<file path="src/rtl/bmp_pkg.sv">
// Shared types for the bank machine pool.
// Assumes nothing beyond a two-bit command field at the block's edge.
package bmp_pkg;

    // DRAM command encoding seen on cmd_kind
    typedef enum logic [1:0] {
        CMD_PRE = 2'd0,
        CMD_ACT = 2'd1,
        CMD_RD  = 2'd2,
        CMD_WR  = 2'd3
    } dram_cmd_e;

    // Phase of one tracker
    typedef enum logic [1:0] {
        MS_IDLE = 2'd0,
        MS_PRE  = 2'd1,
        MS_ACT  = 2'd2,
        MS_COL  = 2'd3
    } mach_state_e;

endpackage

</file>
<file path="src/rtl/bmp_gap_timer.sv">
// Minimum-gap timer: after start, ok stays low for LOAD-1 further cycles,
// so the next dependent event cannot come earlier than LOAD cycles later.
// Assumes LOAD >= 1.
module bmp_gap_timer #(
    parameter int unsigned LOAD = 4
) (
    input  logic clk,
    input  logic rst_n,
    input  logic start,
    output logic ok
);
    localparam int unsigned CNT_W = $clog2(LOAD + 1);

    logic [CNT_W-1:0] cnt;

    // Load on start, otherwise count down to zero
    always_ff @(posedge clk) begin
        if (!rst_n) begin
            cnt <= '0;
        end else if (start) begin
            cnt <= CNT_W'(LOAD - 1);
        end else if (cnt != '0) begin
            cnt <= cnt - 1'b1;
        end
    end

    assign ok = (cnt == '0);

endmodule

</file>
<file path="src/rtl/bmp_bank_table.sv">
// Per-bank state: open flag, open row and three gap timers (activate to
// column, precharge to activate, activate to precharge).
// Assumes the issued command stream is the only thing that changes banks.
module bmp_bank_table
    import bmp_pkg::*;
#(
    parameter int unsigned NUM_BANK = 8,
    parameter int unsigned ROW_W    = 14,
    parameter int unsigned T_RCD    = 4,
    parameter int unsigned T_RP     = 4,
    parameter int unsigned T_RAS    = 10,
    localparam int unsigned BANK_W  = $clog2(NUM_BANK)
) (
    input  logic                               clk,
    input  logic                               rst_n,
    input  logic                               issue,
    input  dram_cmd_e                          issue_kind,
    input  logic [BANK_W-1:0]                  issue_bank,
    input  logic [ROW_W-1:0]                   issue_row,
    output logic [NUM_BANK-1:0]                bank_open,
    output logic [NUM_BANK-1:0][ROW_W-1:0]     bank_row,
    output logic [NUM_BANK-1:0]                rcd_ok,
    output logic [NUM_BANK-1:0]                rp_ok,
    output logic [NUM_BANK-1:0]                ras_ok
);
    logic is_act;
    logic is_pre;

    assign is_act = issue && (issue_kind == CMD_ACT);
    assign is_pre = issue && (issue_kind == CMD_PRE);

    for (genvar b = 0; b < NUM_BANK; b++) begin : g_bank
        logic hit_bank;
        assign hit_bank = (issue_bank == BANK_W'(b));

        // Track open state and open row of this bank
        always_ff @(posedge clk) begin
            if (!rst_n) begin
                bank_open[b] <= 1'b0;
                bank_row[b]  <= '0;
            end else if (is_act && hit_bank) begin
                bank_open[b] <= 1'b1;
                bank_row[b]  <= issue_row;
            end else if (is_pre && hit_bank) begin
                bank_open[b] <= 1'b0;
            end
        end

        bmp_gap_timer #(.LOAD(T_RCD)) u_rcd (
            .clk(clk), .rst_n(rst_n), .start(is_act && hit_bank), .ok(rcd_ok[b]));
        bmp_gap_timer #(.LOAD(T_RAS)) u_ras (
            .clk(clk), .rst_n(rst_n), .start(is_act && hit_bank), .ok(ras_ok[b]));
        bmp_gap_timer #(.LOAD(T_RP)) u_rp (
            .clk(clk), .rst_n(rst_n), .start(is_pre && hit_bank), .ok(rp_ok[b]));
    end

endmodule

</file>
<file path="src/rtl/bmp_machine.sv">
// One request tracker. On load it latches the request and starts at the
// first command the bank needs. It steps precharge -> activate -> column
// as each command is granted, and frees itself when the column is granted.
// Assumes the caller loads it only while idle and feeds it its own bank's timers.
module bmp_machine
    import bmp_pkg::*;
#(
    parameter int unsigned BANK_W = 3,
    parameter int unsigned ROW_W  = 14,
    parameter int unsigned COL_W  = 10
) (
    input  logic              clk,
    input  logic              rst_n,
    input  logic              load,
    input  logic              ld_write,
    input  logic [BANK_W-1:0] ld_bank,
    input  logic [ROW_W-1:0]  ld_row,
    input  logic [COL_W-1:0]  ld_col,
    input  logic              ld_open,
    input  logic              ld_hit,
    input  logic              grant,
    input  logic              rcd_ok,
    input  logic              rp_ok,
    input  logic              ras_ok,
    output logic              busy,
    output logic [BANK_W-1:0] bank,
    output logic [ROW_W-1:0]  row,
    output logic [COL_W-1:0]  col,
    output logic              want,
    output dram_cmd_e         want_kind
);
    mach_state_e state;
    logic        is_write;

    // Phase sequencing and request capture
    always_ff @(posedge clk) begin
        if (!rst_n) begin
            state    <= MS_IDLE;
            is_write <= 1'b0;
            bank     <= '0;
            row      <= '0;
            col      <= '0;
        end else begin
            case (state)
                MS_IDLE: if (load) begin
                    is_write <= ld_write;
                    bank     <= ld_bank;
                    row      <= ld_row;
                    col      <= ld_col;
                    state    <= ld_hit ? MS_COL : (ld_open ? MS_PRE : MS_ACT);
                end
                MS_PRE:  if (grant) state <= MS_ACT;
                MS_ACT:  if (grant) state <= MS_COL;
                MS_COL:  if (grant) state <= MS_IDLE;
                default: state <= MS_IDLE;
            endcase
        end
    end

    // Offer a command once the bank's gap for this phase has elapsed
    always_comb begin
        want      = 1'b0;
        want_kind = CMD_PRE;
        case (state)
            MS_PRE: begin want = ras_ok; want_kind = CMD_PRE; end
            MS_ACT: begin want = rp_ok;  want_kind = CMD_ACT; end
            MS_COL: begin want = rcd_ok; want_kind = is_write ? CMD_WR : CMD_RD; end
            default: ;
        endcase
    end

    assign busy = (state != MS_IDLE);

endmodule

</file>
<file path="src/rtl/bmp_rr_arb.sv">
// Round-robin picker: the search starts just after the last granted index.
// The pointer moves only when the grant is taken (advance).
// Assumes N >= 2.
module bmp_rr_arb #(
    parameter int unsigned N   = 4,
    localparam int unsigned IW = $clog2(N)
) (
    input  logic          clk,
    input  logic          rst_n,
    input  logic [N-1:0]  req,
    input  logic          advance,
    output logic [N-1:0]  gnt,
    output logic [IW-1:0] sel,
    output logic          any
);
    logic [IW-1:0] ptr;

    // Pick the first requester at or after the pointer, wrapping around
    always_comb begin
        gnt = '0;
        sel = '0;
        any = 1'b0;
        for (int i = 0; i < int'(N); i++) begin
            int idx;
            idx = int'(ptr) + i;
            if (idx >= int'(N)) idx = idx - int'(N);
            if (!any && req[idx]) begin
                gnt[idx] = 1'b1;
                sel      = IW'(idx);
                any      = 1'b1;
            end
        end
    end

    // Move priority past the winner once its command is taken
    always_ff @(posedge clk) begin
        if (!rst_n) begin
            ptr <= '0;
        end else if (advance && any) begin
            ptr <= (int'(sel) == int'(N) - 1) ? '0 : sel + 1'b1;
        end
    end

endmodule

</file>
<file path="src/rtl/bank_mach_pool.sv">
// Pool of request trackers for an SDRAM controller. It hands each accepted
// request to the lowest free tracker, keeps one tracker per bank at a time
// and issues one command per cycle chosen round-robin among ready trackers.
// Assumes req_bank < NUM_BANK and that no other agent commands the banks.
module bank_mach_pool
    import bmp_pkg::*;
#(
    parameter int unsigned NUM_MACH = 4,
    parameter int unsigned NUM_BANK = 8,
    parameter int unsigned ROW_W    = 14,
    parameter int unsigned COL_W    = 10,
    parameter int unsigned T_RCD    = 4,
    parameter int unsigned T_RP     = 4,
    parameter int unsigned T_RAS    = 10,
    localparam int unsigned BANK_W  = $clog2(NUM_BANK),
    localparam int unsigned MACH_W  = $clog2(NUM_MACH),
    localparam int unsigned ADDR_W  = (ROW_W > COL_W) ? ROW_W : COL_W
) (
    input  logic              clk,
    input  logic              rst_n,
    input  logic              req_valid,
    output logic              req_ready,
    input  logic              req_write,
    input  logic [BANK_W-1:0] req_bank,
    input  logic [ROW_W-1:0]  req_row,
    input  logic [COL_W-1:0]  req_col,
    output logic              cmd_valid,
    input  logic              cmd_ready,
    output logic [1:0]        cmd_kind,
    output logic [BANK_W-1:0] cmd_bank,
    output logic [ADDR_W-1:0] cmd_addr
);
    logic [NUM_MACH-1:0]               mach_busy;
    logic [NUM_MACH-1:0][BANK_W-1:0]   mach_bank;
    logic [NUM_MACH-1:0][ROW_W-1:0]    m_row;
    logic [NUM_MACH-1:0][COL_W-1:0]    m_col;
    logic [NUM_MACH-1:0]               m_want;
    dram_cmd_e                         m_kind [NUM_MACH];
    logic [NUM_MACH-1:0]               gnt;
    logic [MACH_W-1:0]                 sel;
    logic                              any_want;
    logic [NUM_MACH-1:0]               load_vec;
    logic [MACH_W-1:0]                 free_idx;
    logic                              any_free;
    logic                              owned;
    logic                              accept;
    logic                              fire;
    logic                              lk_open;
    logic                              lk_hit;
    dram_cmd_e                         sel_kind;

    logic [NUM_BANK-1:0]               bank_open;
    logic [NUM_BANK-1:0][ROW_W-1:0]    bank_row;
    logic [NUM_BANK-1:0]               rcd_ok;
    logic [NUM_BANK-1:0]               rp_ok;
    logic [NUM_BANK-1:0]               ras_ok;

    // Lowest-index free tracker
    always_comb begin
        free_idx = '0;
        any_free = 1'b0;
        for (int m = int'(NUM_MACH) - 1; m >= 0; m--) begin
            if (!mach_busy[m]) begin
                free_idx = MACH_W'(m);
                any_free = 1'b1;
            end
        end
    end

    // Is the requested bank already held by a busy tracker
    always_comb begin
        owned = 1'b0;
        for (int m = 0; m < int'(NUM_MACH); m++) begin
            if (mach_busy[m] && (mach_bank[m] == req_bank)) owned = 1'b1;
        end
    end

    assign req_ready = any_free && !owned;
    assign accept    = req_valid && req_ready;
    assign lk_open   = bank_open[req_bank];
    assign lk_hit    = lk_open && (bank_row[req_bank] == req_row);

    // One-hot load strobe to the chosen free tracker
    always_comb begin
        load_vec = '0;
        if (accept) load_vec[free_idx] = 1'b1;
    end

    for (genvar m = 0; m < NUM_MACH; m++) begin : g_mach
        bmp_machine #(
            .BANK_W(BANK_W), .ROW_W(ROW_W), .COL_W(COL_W)
        ) u_mach (
            .clk       (clk),
            .rst_n     (rst_n),
            .load      (load_vec[m]),
            .ld_write  (req_write),
            .ld_bank   (req_bank),
            .ld_row    (req_row),
            .ld_col    (req_col),
            .ld_open   (lk_open),
            .ld_hit    (lk_hit),
            .grant     (gnt[m] && cmd_ready),
            .rcd_ok    (rcd_ok[mach_bank[m]]),
            .rp_ok     (rp_ok[mach_bank[m]]),
            .ras_ok    (ras_ok[mach_bank[m]]),
            .busy      (mach_busy[m]),
            .bank      (mach_bank[m]),
            .row       (m_row[m]),
            .col       (m_col[m]),
            .want      (m_want[m]),
            .want_kind (m_kind[m])
        );
    end

    bmp_rr_arb #(.N(NUM_MACH)) u_arb (
        .clk     (clk),
        .rst_n   (rst_n),
        .req     (m_want),
        .advance (cmd_ready),
        .gnt     (gnt),
        .sel     (sel),
        .any     (any_want)
    );

    assign cmd_valid = any_want;
    assign fire      = any_want && cmd_ready;
    assign sel_kind  = m_kind[sel];

    // Drive the winning tracker's command onto the port
    always_comb begin
        cmd_kind = sel_kind;
        cmd_bank = mach_bank[sel];
        case (sel_kind)
            CMD_ACT:        cmd_addr = ADDR_W'(m_row[sel]);
            CMD_RD, CMD_WR: cmd_addr = ADDR_W'(m_col[sel]);
            default:        cmd_addr = '0;
        endcase
    end

    bmp_bank_table #(
        .NUM_BANK(NUM_BANK), .ROW_W(ROW_W),
        .T_RCD(T_RCD), .T_RP(T_RP), .T_RAS(T_RAS)
    ) u_tbl (
        .clk        (clk),
        .rst_n      (rst_n),
        .issue      (fire),
        .issue_kind (sel_kind),
        .issue_bank (mach_bank[sel]),
        .issue_row  (m_row[sel]),
        .bank_open  (bank_open),
        .bank_row   (bank_row),
        .rcd_ok     (rcd_ok),
        .rp_ok      (rp_ok),
        .ras_ok     (ras_ok)
    );

endmodule

</file>
<file path="config.mk">
export PLATFORM = sky130hd
export DESIGN_NAME = bank_mach_pool
export DESIGN_NICKNAME = d
export VERILOG_FILES = /design/src/rtl/bmp_pkg.sv /design/src/rtl/bmp_gap_timer.sv /design/src/rtl/bmp_bank_table.sv /design/src/rtl/bmp_machine.sv /design/src/rtl/bmp_rr_arb.sv /design/src/rtl/bank_mach_pool.sv
export SDC_FILE = /design/constraint.sdc
export NUM_CORES = 1
export LEC_CHECK = 0
export BUFFER_PORTS_ARGS = -buffer_cell sky130_fd_sc_hd__buf_2
export CAP_MARGIN = 10
export CORE_MARGIN = 2
export CORE_UTILIZATION = 43
export CTS_BUF_LIST = sky130_fd_sc_hd__clkbuf_8
export DETAILED_ROUTE_END_ITERATION = 10
export PLACE_DENSITY = 0.68
export SYNTH_ARGS = -nofsm -noshare
export SYNTH_HDL_FRONTEND = slang
export SYNTH_SLANG_ARGS = --single-unit
</file>
<file path="constraint.sdc">
create_clock -name clk -period 6.29 [get_ports clk]
set_clock_uncertainty 0.15 [all_clocks]
set_input_delay 0.9435 -clock clk [delete_from_list [all_inputs] [get_ports clk]]
set_output_delay 0.9435 -clock clk [all_outputs]
set_load 0.1 [all_outputs]
</file>
Yosys cells after proc, flatten, opt, wreduce, memory -nomap -nowiden

Cells that the tools add are included.

Output and inout bits: 21
Register bits after elaboration: 322
Memories kept: 0
Bits in writable memories: 0
Bits of input ports: 32
Bits in latches: 0
ROM bits: 0
Word-level logic and storage cells: 532

Equal/unequal tests: 44
Divide/modulo/power cells: 0
$mul: 0
Shift-type cells: 0
Add/subtract/negate cells: 32
Bitwise operators: 5
Reduce and logical (&&, ||, !) cells: 157
Order comparisons: 21
Muxes and demuxes: 188

Operators with widths:

| cell                                                  | number |
|---|---|
| >= comparator 32 x 1 -> 1 bit (second input constant) | 4 |
| < comparator 32 x 4 -> 1 bit (second input constant)  | 4 |
| 2-to-1 mux 32 bit                                     | 4 |
| 2-to-1 mux 2 bit                                      | 61 |
| >= comparator 32 x 4 -> 1 bit (second input constant) | 3 |
| subtractor 32 x 4 -> 32 bit (second input constant)   | 3 |
| 2-to-1 mux 4 bit                                      | 21 |
| nonzero test 2 bit                                    | 36 |
| 2-to-1 mux 1 bit                                      | 58 |
| logical NOT 3 bit                                     | 17 |
| nonzero test 3 bit                                    | 16 |
| subtractor 3 x 1 -> 3 bit (second input constant)     | 16 |
| binary-select mux 14 bit (select 3 bit)               | 1 |
| binary-select mux 1 bit (select 3 bit)                | 13 |
| logical AND 1 bit                                     | 38 |
| OR reduction 2 bit                                    | 17 |
| logical NOT 4 bit                                     | 8 |
| case mux 2 bit (4 select lines)                       | 4 |
| nonzero test 4 bit                                    | 8 |
| subtractor 4 x 1 -> 4 bit (second input constant)     | 8 |
| binary-select mux 14 bit (select 2 bit)               | 1 |
| 2-to-1 mux 14 bit                                     | 2 |
| case mux 14 bit (2 select lines)                      | 1 |
| != test 2 x 1 -> 1 bit (second input constant)        | 12 |
| other kinds (33)                                      | 91 |

Longest topological paths before layout

Gate-level depths: netlist of run 1.

Depth in word-level cells: 26
Depth in mapped cells: 20
Gate-level depth less buffers: 15

By module

From an unflattened synthesis of run 1, not the netlist that was laid out.

Cell total of the unflattened synthesis: 1752
Area total of the unflattened synthesis: 17800.8 um^2

By module, submodules not included:

| module                                     | cells an instance | times used | area each (um^2) | sequential area each (um^2) |
|---|---|---|---|---|
| bmp_machine                                | 145               | 4          | 1347.5           | 600.6 |
| bmp_bank_table                             | 430               | 1          | 4396.7           | 2402.3 |
| bank_mach_pool                             | 225               | 1          | 2929.1           | 0.0 |
| bmp_gap_timer at u_tbl.g_bank[0].u_rcd ... | 18                | 16         | 178.9            | 60.1 |
| bmp_gap_timer at u_tbl.g_bank[0].u_ras ... | 21                | 8          | 206.4            | 80.1 |
| bmp_rr_arb                                 | 61                | 1          | 570.5            | 40.0 |

Worst setup path before layout of run 1

No wires, ideal clock.

Kind: input-to-reg
Start: input req_bank[0]
End: register g_mach[2].u_mach.col[8]
Stages: 9
Required time: 6.069 ns
Slack: -0.529 ns
Setup time: 0.071 ns
Arrival: 6.599 ns
Buffers on the path: 2
Cells stage by stage: clkbuf_1 xor2_1 nor4_1 nor4_1 nand2_1 nor4_1 clkbuf_1 nand2_1 a21oi_1

Cells in the longest elaborated chain, start to end: 11
Elaborated cells on any way between the ends: 17
Those cells by class: eq/ne (4); mux (5); reduce/logical (8)

RTL lines:

| item                                   | line                 | text |
|---|---|---|
| from (decl)                            | bank_mach_pool.sv:24 | `input logic [BANK_W-1:0] req_bank,` |
| equality test 3 bit                    | bank_mach_pool.sv:74 | `if (mach_busy[m] && (mach_bank[m] == req_bank)) owned = 1'b1;` |
| logical AND 1 bit                      | bank_mach_pool.sv:74 |  |
| 2-to-1 mux 1 bit (3 in series)         | bank_mach_pool.sv:74 |  |
| 2-to-1 mux 1 bit *                     | bank_mach_pool.sv:74 |  |
| logical NOT 1 bit *                    | bank_mach_pool.sv:78 | `assign req_ready = any_free && !owned;` |
| logical AND 1 bit *                    | bank_mach_pool.sv:78 |  |
| via req_ready                          | bank_mach_pool.sv:22 | `output logic req_ready,` |
| logical AND 1 bit *                    | bank_mach_pool.sv:79 | `assign accept = req_valid && req_ready;` |
| 2-to-1 mux 4 bit *                     | bank_mach_pool.sv:86 | `if (accept) load_vec[free_idx] = 1'b1;` |
| AND reduction 2 bit (no source line) * | n/a                  |  |
| to (signal assigned)                   | bmp_machine.sv:49    | `col <= ld_col;` |
| to (decl)                              | bmp_machine.sv:28    | `output logic [COL_W-1:0] col,` |

The timed path passes the listed nets; every way through them passes the cells marked *.
A chain may end at the register's enable or synchronous reset.

Worst setup path in the final report of run 1

Start: register u_tbl.g_bank[0].u_ras.cnt[0]
End: output cmd_addr[9]

Cells in the longest elaborated chain, start to end: 24
Elaborated cells on any way between the ends: 51
Those cells by class: eq/ne (3); mux (39); bitwise (1); reduce/logical (8)

RTL lines:

| item                                                 | line                  | text |
|---|---|---|
| from (decl)                                          | bmp_gap_timer.sv:14   | `logic [CNT_W-1:0] cnt;` |
| from (signal assigned)                               | bmp_gap_timer.sv:21   | `cnt <= CNT_W'(LOAD - 1);` |
| from (signal assigned)                               | bmp_gap_timer.sv:23   | `cnt <= cnt - 1'b1;` |
| logical NOT 4 bit *                                  | bmp_gap_timer.sv:27   | `assign ok = (cnt == '0);` |
| binary-select mux 1 bit (select 3 bit)               | bank_mach_pool.sv:105 | `.ras_ok (ras_ok[mach_bank[m]]),` |
| 2-to-1 mux 1 bit (not written as such)               | bank_mach_pool.sv:105 |  |
| case mux 1 bit (3 select lines)                      | bmp_machine.sv:64     | `case (state)` |
| binary-select mux 1 bit (select 2 bit)               | bmp_rr_arb.sv:27      | `if (!any && req[idx]) begin` |
| 2-to-1 mux 1 bit (not written as such) (2 in series) | bmp_rr_arb.sv:27      |  |
| 2-to-1 mux 1 bit                                     | bmp_rr_arb.sv:27      |  |
| logical NOT 1 bit                                    | bmp_rr_arb.sv:27      |  |
| [... 6 more ...]                                     | n/a                   |  |
| logical AND 1 bit                                    | bmp_rr_arb.sv:27      |  |
| 2-to-1 mux 2 bit *                                   | bmp_rr_arb.sv:27      |  |
| inverter 2 -> 3 bit (not written as such)            | bank_mach_pool.sv:127 | `assign sel_kind = m_kind[sel];` |
| binary-select mux 2 bit (select 2 bit)               | bank_mach_pool.sv:127 |  |
| 2-to-1 mux 2 bit (not written as such) (2 in series) | bank_mach_pool.sv:127 |  |
| equality test 2 bit                                  | bank_mach_pool.sv:133 | `case (sel_kind)` |
| OR reduction 2 bit                                   | bank_mach_pool.sv:133 |  |
| case mux 14 bit (2 select lines) *                   | bank_mach_pool.sv:133 |  |
| to (decl)                                            | bank_mach_pool.sv:31  | `output logic [ADDR_W-1:0] cmd_addr` |

Every way passes the cells marked *; elsewhere a longest branch is shown, timed or not. The select of a mux whose other input is x is not followed.

==> results of run 1 <==
==> cell usage after synthesis (6+ instances only) <==
cell type / n / area (µm²)
o21ai_0: 50 / 250
mux2_2: 21 / 236
a21boi_0: 9 / 67.6
clkbuf_1: 96 / 360
inv_1: 75 / 282
ha_1: 68 / 851
or2_2: 16 / 100
nor3b_1: 7 / 52.6
or3_1: 8 / 50.1
dfxtp_1: 322 / 6450
nand2_1: 290 / 1090
mux4_2: 41 / 923
a21oi_1: 132 / 661
o22ai_1: 7 / 43.8
a221oi_1: 6 / 52.6
nor3b_2: 6 / 75.1
and2_1: 9 / 56.3
nand2b_1: 27 / 169
nand3b_1: 10 / 75.1
a31oi_1: 11 / 68.8
nand3_1: 21 / 105
nor2_1: 107 / 402
buf_1: 9 / 33.8
nor2b_1: 12 / 75.1
mux2i_1: 266 / 2660
a211oi_1: 16 / 120
xor2_1: 13 / 114
xnor2_1: 37 / 324
and3_1: 26 / 163
a211o_1: 9 / 78.8
nor3_1: 40 / 200
and4_1: 6 / 52.6
nor4_1: 8 / 50.1
o21a_1: 22 / 165
buf_2: 22 / 110
a22oi_1: 8 / 60.1
==> worst max-delay path by stage <==
| stage | startpoint | to | slack [ns] |
|---|---|---|---|
| after floorplan | u_tbl.g_bank[1].u_ras.cnt[0] | cmd_bank[1] | 0.12 |
| after global placement | u_tbl.g_bank[4].u_ras.cnt[0] | cmd_addr[6] | 0.41 |
| after detailed placement | u_tbl.g_bank[4].u_ras.cnt[0] | cmd_addr[6] | 0.24 |
| after CTS | u_tbl.g_bank[5].u_ras.cnt[0] | cmd_addr[4] | 0.04 |
| after global routing | u_tbl.g_bank[2].u_ras.cnt[0] | cmd_addr[9] | -0.06 |
| final | u_tbl.g_bank[0].u_ras.cnt[0] | cmd_addr[9] | 0.12 |
==> routing by layer <==
| metal | up-vias | wire length [µm] |
|---|---|---|
| met5 | - | 41 |
| met3 | 98 | 3160 |
| li1 | 6844 | - |
| met2 | 408 | 22200 |
| met1 | 6985 | 20600 |
| met4 | 6 | 1580 |
==> report_power, final <==
group	leakage [nW]	internal, mW	total [mW]	switching [mW]
registers	2.62	2.34	2.57	0.228
logic	5.41	1.21	3.03	1.82
clock network	0.643	1.08	1.97	0.887
total	8.67	4.64	7.57	2.93
==> what timing repair did <==
item                                    CTS  global route
pin swaps                                 0             2
endpoints found under the hold margin     0             0
gates resized for setup                  16            22
endpoints found under the setup margin   15            17
hold buffers                              0             0
==> worst min-delay path: cells and delay by family (launching register included) <==
| family | cells | cell delay [ns] |
|---|---|---|
| DFF | 1 | 0.31 |
| AOI/OAI and AO/OA | 1 | 0.05 |
| and+or+nand+nor | 1 | 0.05 |
==> final cells by class <==
class,instances,share of cell area
clock inverter,28,0.0117
timing repair buffer,101,0.0373
inverter,78,0.0152
multi-input combinational,1400,0.527
tap,532,0.0339
clock buffer,66,0.0463
sequential,322,0.328
==> cell families after synthesis <==
logic type,Yosys count,synth area share
buffers and inverters,214,0.0501
XOR/XNOR,50,0.0250
multiplexers,328,0.218
flip-flops,322,0.367
AO/OA/AOI/OAI,331,0.122
adder cells (fa/ha/maj),68,0.0485
AND/OR/NAND/NOR,623,0.170
==> state kept, by name (all words and copies together) (netlist names) <==
| signal | cells |
|---|---|
| g_mach.u_mach.bank | 12 |
| g_mach.u_mach.col | 40 |
| g_mach.u_mach.is_write | 4 |
| g_mach.u_mach.row | 56 |
| g_mach.u_mach.state | 8 |
| u_arb.ptr | 2 |
| u_tbl.bank_open | 8 |
| u_tbl.bank_row | 112 |
| u_tbl.g_bank.u_ras.cnt | 32 |
| u_tbl.g_bank.u_rcd.cnt | 24 |
| u_tbl.g_bank.u_rp.cnt | 24 |
==> flow_summary.json, run 1 <==
{
  "r2r-end": "u_tbl.g_bank[7].u_ras.cnt[1]",
  "syn_nets": 2036,
  "grt_max_degree": 135,
  "dpl-instance-area_mm2": 0.0183,
  "violations": "max-slew violations",
  "cp_num_cells": 16,
  "die_area_mm2": 0.0424,
  "use_met3": 0.0498,
  "multiInputGateArea_mm2": 0.0104,
  "syn_area_per_cell_um2": 9.07,
  "gp_congestion": 0.951,
  "stdcell_area_mm2": 0.0196,
  "grt_overflow": 0,
  "clk_latency_ns": 0.62,
  "netlist_instances": 1936,
  "drive_above_1_share": 0.153,
  "synth_edf_count": 0,
  "ir_drop_mv": 0.194,
  "synth-seq-cells": 322,
  "initial_core_util": 0.433,
  "grt_use_met1": 0.282,
  "post-route-min-period_ns": 6.17,
  "startpoint_type": "flop",
  "async_reset_ff_frac": 0,
  "relSlewSlack": -0.00883,
  "worst_setup_path_end_kind": "output port",
  "dieHeight_um": 206,
  "hold_class": "reg -> reg",
  "cts_root_buf": "clkbuf_8",
  "portBuffers": 52,
  "grt_use_met2": 0.366,
  "avgRoutedWirePerCell_um": 18.8,
  "layout_commonest_cell": "dfxtp_1",
  "crit_fanout": 19,
  "setup_violations": 0,
  "outcome": "finished, violations left",
  "max_freq_mhz": 162,
  "vias_per_cell": 5.68,
  "dr.first_iter.drc_count": 983,
  "syn_to_final_growth_pct": 11.9,
  "ys.flop_type": "dfxtp_1",
  "rr_startpoint": "g_mach[3].u_mach.state[0]",
  "grt.busiest_layer": "met2",
  "clk_transition_reported_paths_ns": 0.06,
  "clock_sinks": 322,
  "h-tree-depth": 2,
  "rows": 74,
  "core_mm2": 0.0406,
  "hold_path_startpoint": "g_mach[3].u_mach.row[0]",
  "cts_buffer_depth": 3,
  "regArea_mm2": 0.00645,
  "worstSetupPathType": "reg -> out",
  "final_nets": 2055,
  "hold_depth": 2,
  "power_density_mw_per_mm2": 386,
  "post-route-util": 0.484,
  "maxCapViolCount": 0,
  "fill_cells": 3829,
  "setup_slack_ns": 0.119,
  "grt_first_pass_wirelength_mm": 74.8,
  "critPathMostFrequentCell": "buf_4",
  "worstMarginPinSlew_ns": 1.51,
  "rrSetupSlack_ns": 0.72,
  "placed_cells": 2433,
  "fin_cells": 2527,
  "ys_warn_count": 0,
  "preCtsSetupSlack_ns": 0.244,
  "cts_made_buffers": 52,
  "reg2reg_depth": 15,
  "layout_common_cells": "dfxtp_1 (322), nand2_1 (289), mux2i_1 (266)",
  "io_pins": 53,
  "path_buf_inv": 4,
  "antennaDiodeCount": 0,
  "die_x_um": 206,
  "slowest_stage": "mux4_2",
  "p_leak_nw": 8.67,
  "synth_area_mm2": 0.0176,
  "drtPass1Iterations": 7,
  "cts_tree": "yes",
  "cpLargestDelayFamily": "compound AO/OA/AOI/OAI gates",
  "routed_wl_mm": 47.5,
  "hold_end": "g_mach[3].u_mach.row[0]",
  "required_ns": 5.20,
  "setup_tns_ns": 0,
  "slowest_delay_ns": 0.47,
  "worstPathArrival_ns": 5.08,
  "dpl.hpwl_mm": 31.9,
  "finalHoldViolCount": 0,
  "groute.usage.overall": 0.222,
  "hold_ws_ns": 0.304,
  "grt_pass1_vias": 13895,
  "path_cells": "inv_1, ha_1, nor4b_1, mux4_2, o2111a_1, a211o_2, and3_1, o2111ai_4, nand3_4, o21ai_4, buf_4, o2111ai_1, a2bb2oi_2, buf_4, o21ai_1, buf_4",
  "antenna_found_initial": 3,
  "drc_errors": 0,
  "via_count": 14341,
  "synth-seq-area-share": 0.367,
  "finalPower_mw": 7.57,
  "period_share": 0.981,
  "post-cts-setup-buffers": 0,
  "maxSlewViolCount": 10,
  "ant_nets": 0,
  "yosysUniqueCellTypes": 79
}
No activity file was read; power rests on OpenSTA's default activity.
==> run 2: changes to the inputs <==
SYNTH_HIERARCHICAL = 1   (was not set)
clock period = 7.8 ns   (was 6.29 ns; I/O delays follow)
==> run 2 against run 1 <==
The run now ends clean. Synthesized cell count down 9.5%. Combinational power decreased by 18%. Utilization fell by 0.63 points. Largest cell class unchanged. Critical endpoint is now cmd_addr[8]. Sequential power down 17%. Largest power group unchanged. Sequential cell count unchanged. Design area is 0.62% lower. Count of clock-buffer cells in the layout fell by 2. Cell count fell by 6.9%.
==> flow_summary.json, run 2 <==
{
  "core_mm2": 0.0408,
  "h-tree-depth": 2,
  "post_cts_resized": 0,
  "placed_cells": 2262,
  "hold_class": "reg -> reg",
  "initial_core_util": 0.436,
  "r2r-end": "u_tbl/g_bank[0].u_rcd/cnt[0]",
  "top_register": "u_tbl/bank_row",
  "synth_edf_count": 0,
  "preCtsSetupSlack_ns": 1.15,
  "synth-seq-cells": 322,
  "reg2reg_depth": 18,
  "routed_wl_mm": 43.4,
  "hold_end": "u_tbl/bank_open[6]",
  "worstSetupPathType": "reg -> out",
  "finalPower_mw": 6.08,
  "worst_setup_path_end_kind": "output port",
  "avgRoutedWirePerCell_um": 18.5,
  "finalHoldViolCount": 0,
  "vias_per_cell": 5.59,
  "hold_depth": 2,
  "dr.first_iter.drc_count": 910,
  "cpLargestDelayFamily": "multiplexers",
  "post-cts-setup-buffers": 0,
  "p_leak_nw": 7.63,
  "setup_violations": 0,
  "yosysMostFrequentCell": "nand2_1",
  "async_reset_ff_frac": 0,
  "antenna_found_initial": 2,
  "required_ns": 6.48,
  "critPathMostFrequentCell": "mux4_2",
  "portBuffers": 52,
  "synth_commonest_cells": "nand2_1 (365), dfxtp_1 (322), mux2i_1 (155)",
  "max_freq_mhz": 139,
  "rsz0062_at_grt": "no",
  "post-route-util": 0.478,
  "ys_warn_count": 6,
  "cts_tree": "yes",
  "dpl-instance-area_mm2": 0.0185,
  "io_pins": 53,
  "via_count": 13151,
  "drc_errors": 0,
  "grt_max_degree": 252,
  "final_nets": 1885,
  "rows": 74,
  "grt_pass1_vias": 13135,
  "worstPathArrival_ns": 5.85,
  "dpl.hpwl_mm": 28.4,
  "setup_tns_ns": 0,
  "grt_first_pass_wirelength_mm": 70.5,
  "startpoint_type": "flop",
  "synth_top_area_share": 0.362,
  "fill_cells": 3736,
  "ant_nets": 0,
  "cts-hold-fix-buffers": 0,
  "syn_area_per_cell_um2": 10.2,
  "die_area_mm2": 0.0430,
  "slowest_delay_ns": 0.65,
  "syn_to_final_growth_pct": 9.61,
  "reg.largest.list": "u_tbl/bank_row (112), g_mach.u_mach/row (56), g_mach.u_mach/col (40)",
  "dieHeight_um": 207,
  "yosysUniqueCellTypes": 69,
  "drtPass1Iterations": 5,
  "hold_ws_ns": 0.302,
  "synth-seq-area-share": 0.362,
  "largest_register_ff_count": 112,
  "power_density_mw_per_mm2": 312,
  "clk_transition_reported_paths_ns": 0.06,
  "cts_made_buffers": 53,
  "path_buf_inv": 4,
  "synth_area_leaders": "dfxtp_1 (36%), mux4_2 (9.1%), mux2i_1 (8.7%)",
  "outcome": "finished clean",
  "die_x_um": 207,
  "clk_latency_ns": 0.63,
  "maxSlewViolCount": 0,
  "slowest_stage": "mux4_2",
  "ir_drop_mv": 0.162,
  "layout_common_cells": "nand2_1 (365), dfxtp_1 (322), mux2i_1 (155)",
  "gp_congestion": 0.825,
  "rrSetupSlack_ns": 1.11,
  "layout_commonest_cell": "nand2_1",
  "grt_overflow": 0,
  "groute.usage.overall": 0.200,
  "clock_sinks": 322,
  "stdcell_area_mm2": 0.0195,
  "relSlewSlack": 0.257,
  "cts_root_buf": "clkbuf_8",
  "maxCapViolCount": 0,
  "synth_area_mm2": 0.0178,
  "netlist_instances": 1752,
  "path_cells": "inv_1, ha_1, and2b_2, mux4_2, mux2_2, a222oi_1, nor2_1, mux4_2, nor2_1, o221ai_2, nand3_1, buf_4, mux4_2, nor2b_1, buf_4, a22o_1, buf_12",
  "setup_slack_ns": 0.631,
  "hold_path_startpoint": "u_tbl/bank_open[6]",
  "syn_nets": 1852,
  "ys.flop_type": "dfxtp_1",
  "cts_buffer_depth": 3,
  "rr_startpoint": "u_tbl/g_bank[2].u_rcd/cnt[0]",
  "crit_fanout": 28,
  "fin_cells": 2353,
  "synth_top_area_cell": "dfxtp_1",
  "post-route-min-period_ns": 7.17,
  "period_share": 0.919,
  "drive_above_1_share": 0.215,
  "worstMarginPinSlew_ns": 1.11
}
run 2: changes by cell type after synthesis, moves of 26 or more:
cell,previous run,this run
a21boi_2,0,80
a21oi_1,132,34
clkbuf_1,96,40
mux2i_1,266,155
mux4_2,41,72
nand2_1,290,365
nor2_1,107,28
nor3_1,40,14
o21ai_0,50,5
or4b_1,0,33
run 2: power breakdown:
part           total [mW]  switching (mW)  internal [mW]
registers            2.13           0.218           1.91
logic                2.48            1.35           1.13
clock network        1.47           0.694          0.777
total                6.08            2.27           3.82
run 2: area by class of cell:
class,count,area (µm²),area share
Tap cell,532,666,0.0341
Clock inverter,26,159,0.00814
Sequential cell,322,6450,0.330
Multi-Input combinational cell,1241,10400,0.532
Timing Repair Buffer,68,612,0.0314
Inverter,99,372,0.0190
Clock buffer,64,881,0.0451
Antenna cell,1,2.50,0.000128
run 2: how the worst max path moves through the flow:
stage | start | endpoint | slack (ns) | cells past startpoint
floorplan | u_tbl/g_bank[7].u_rcd/cnt[0] | cmd_addr[0] | 0.96 | 13
global placement | u_tbl/g_bank[7].u_rcd/cnt[0] | u_tbl/g_bank[0].u_rcd/cnt[1] | 1.32 | 18
detailed placement | u_tbl/g_bank[2].u_rcd/cnt[0] | u_tbl/g_bank[0].u_rcd/cnt[0] | 1.15 | 18
CTS | u_tbl/g_bank[0].u_rcd/cnt[0] | cmd_addr[8] | 0.65 | 17
global route | u_tbl/g_bank[2].u_rcd/cnt[0] | cmd_addr[8] | 0.31 | 17
finish | u_tbl/g_bank[2].u_rcd/cnt[0] | cmd_addr[8] | 0.63 | 17
run 2: worst register-to-register path, delay by kind of cell (launching register included):
kind	cells	cell delay (ns)
simple gates	7	2.37
mux	4	1.96
buf+inv	3	0.93
compound gates	3	0.61
flops	1	0.35
fa+ha+maj	1	0.23
run 2: cells by family (layout without fill, tap and decap cells):
group,Yosys count,in the layout,synth area share
DFF,322,322,0.362
xor gates and xnor gates,35,35,0.0172
other,0,1,0
buffers and inverters,189,257,0.0552
AOI/OAI and AO/OA,261,261,0.132
adders and majority gates,68,68,0.0478
muxes,251,251,0.199
and+or+nand+nor,626,626,0.186
run 2: layer usage:
metal | up-vias | routed length [µm] | part of all wire | global-route usage
met5 | - | 13 | 0.00030 | 0
met4 | 2 | 991 | 0.023 | 0.0571
li1 | 6235 | - | - | -
met2 | 362 | 20700 | 0.48 | 0.332
met1 | 6470 | 19200 | 0.44 | 0.267
met3 | 82 | 2550 | 0.059 | 0.0343
==> run 3: changes to the inputs <==
CORE_ASPECT_RATIO = 1.4   (was not set)
clock period = 9.13 ns   (was 7.8 ns; I/O delays follow)
==> run 3 against run 2 <==
Global-route usage increased by 0.34 points. Power decreased by 14%. Via count decreased by 0.21%. Die area about the same. Largest cell class unchanged. Sequential cell count unchanged. Setup slack improved by 0.38 ns. Count of clock-buffer cells in the layout decreased by 2.
==> flow_summary.json, run 3 (synthesized netlist as in run 2, its figures left out) <==
{
  "rr_startpoint": "u_tbl/g_bank[4].u_rcd/cnt[0]",
  "combPwrFrac": 0.404,
  "multiInputGateArea_mm2": 0.0104,
  "maxSlewViolCount": 0,
  "placed_cells": 2271,
  "grt_overflow": 0,
  "gp_congestion": 0.895,
  "hold_path_startpoint": "u_tbl/bank_open[7]",
  "cts_tree": "yes",
  "outcome": "finished clean",
  "routed_wl_mm": 44.0,
  "syn_to_final_growth_pct": 8.50,
  "worstMarginPinSlew_ns": 1.22,
  "final_nets": 1885,
  "p_switching_mw": 1.93,
  "fill_cells": 3775,
  "rrSetupSlack_ns": 2.63,
  "ant_nets": 0,
  "portBuffers": 52,
  "clock_sinks": 322,
  "period_share": 0.890,
  "stdcell_area_mm2": 0.0193,
  "crit_end": "cmd_addr[8]",
  "setup_violations": 0,
  "grt_first_pass_wirelength_mm": 70.0,
  "crit_fanout": 29,
  "setup_tns_ns": 0,
  "rsz0062_at_grt": "no",
  "dr.first_iter.drc_count": 743,
  "cts_root_buf": "clkbuf_8",
  "grt_max_degree": 129,
  "reg2reg_depth": 18,
  "required_ns": 7.61,
  "clk_transition_reported_paths_ns": 0.07,
  "p_leak_nw": 7.60,
  "startpoint_type": "flop",
  "post_cts_resized": 0,
  "post-route-min-period_ns": 8.12,
  "setup_slack_ns": 1.01,
  "finalHoldViolCount": 0,
  "groute.usage.overall": 0.203,
  "worst_setup_path_end_kind": "output port",
  "vias_per_cell": 5.56,
  "dieHeight_um": 245,
  "via_count": 13124,
  "clk_latency_ns": 0.62,
  "core_mm2": 0.0411,
  "post-cts-setup-buffers": 0,
  "hold_class": "reg -> reg",
  "max_freq_mhz": 123,
  "initial_core_util": 0.433,
  "reg.largest.list": "u_tbl/bank_row (112), g_mach.u_mach/row (56), g_mach.u_mach/col (40)",
  "cts_made_buffers": 52,
  "grt_pass1_vias": 13370,
  "dpl-instance-area_mm2": 0.0183,
  "relSlewSlack": 0.188,
  "top_register": "u_tbl/bank_row",
  "crit_start": "u_tbl/g_bank[4].u_rcd/cnt[0]",
  "drc_errors": 0,
  "rows": 88,
  "r2r-end": "u_tbl/g_bank[2].u_rcd/cnt[0]",
  "finalPower_mw": 5.21,
  "layout_commonest_cell": "nand2_1",
  "swShare": 0.371,
  "h-tree-depth": 2,
  "worstPathArrival_ns": 6.60,
  "regArea_mm2": 0.00645,
  "maxCapViolCount": 0,
  "drtPass1Iterations": 5,
  "hold_ws_ns": 0.300,
  "seq_power_share": 0.350,
  "die_area_mm2": 0.0431,
  "power_density_mw_per_mm2": 270,
  "largest_register_ff_count": 112,
  "cts_buffer_depth": 3,
  "dpl.hpwl_mm": 28.9,
  "fin_cells": 2361,
  "antenna_found_initial": 1,
  "worstSetupPathType": "reg -> out",
  "preCtsSetupSlack_ns": 1.63,
  "layout_common_cells": "nand2_1 (365), dfxtp_1 (322), mux2i_1 (155)",
  "clkPwrFrac": 0.245,
  "drive_above_1_share": 0.213,
  "io_pins": 53,
  "cts-hold-fix-buffers": 0,
  "die_x_um": 176,
  "avgRoutedWirePerCell_um": 18.7,
  "ir_drop_mv": 0.136,
  "cell_internal_pwr_mw": 3.27,
  "post-route-util": 0.470
}
[run 3: cell types whose count changed in the layout (fill, tap and decap cells not counted), moves of 2 or more]
cell       delta
buf_12       -15
buf_2        +14
buf_4         +2
bufinv_16     +2
clkbuf_8      -2
clkinv_2      -3
inv_1         +2
[run 3: worst min-delay path by stage]
stage	end	slack, ns	cells past startpoint
2_1_floorplan	u_tbl/bank_open[6]	0.28	2
3_3_place_gp	u_tbl/bank_open[3]	0.28	2
3_5_place_dp	u_tbl/bank_open[7]	0.29	2
4_1_cts	u_tbl/bank_open[7]	0.30	2
5_1_grt	u_tbl/bank_row[76]	0.32	2
6_report	u_tbl/bank_open[7]	0.30	2
[run 3: power groups by stage]
stage	combinational [mW]	clock (mW)	sequential (mW)
after detailed placement	2.09	0	1.85
after CTS	2.10	1.31	1.82
after floorplan	1.71	0	1.78
after global routing	2.30	1.37	1.86
after global placement	2.01	0	1.84
final	2.10	1.28	1.82
[run 3: worst max-delay path, stage by stage, from the launching register on]
cell and delay [ns]:
dfxtp_1 0.35, inv_1 0.07, ha_1 0.23, and2b_2 0.25, mux4_2 0.47, mux2_2 0.30
a222oi_1 0.41, nor2_1 0.20, mux4_2 0.64, nor2_1 0.17, o221ai_2 0.12, nand3_1 0.10
buf_4 0.43, mux4_2 0.56, nor2b_1 0.99, a22o_1 0.29, buf_2 0.42
[run 3: routing by layer]
metal,GRT usage,wire length [µm],up-vias
met5,0,0,-
met4,0.0984,2020,0
met3,0.0282,1690,111
met2,0.369,22400,300
met1,0.232,17900,6485
li1,-,-,6228
[run 3: layout make-up]
type	instances	area share
multi-input combinational	1241	0.537
sequential	322	0.334
clock buffer	62	0.0442
tap	540	0.0350
timing repair buffer	69	0.0205
inverter	99	0.0192
clock inverter	26	0.00998
antenna	2	0.000259
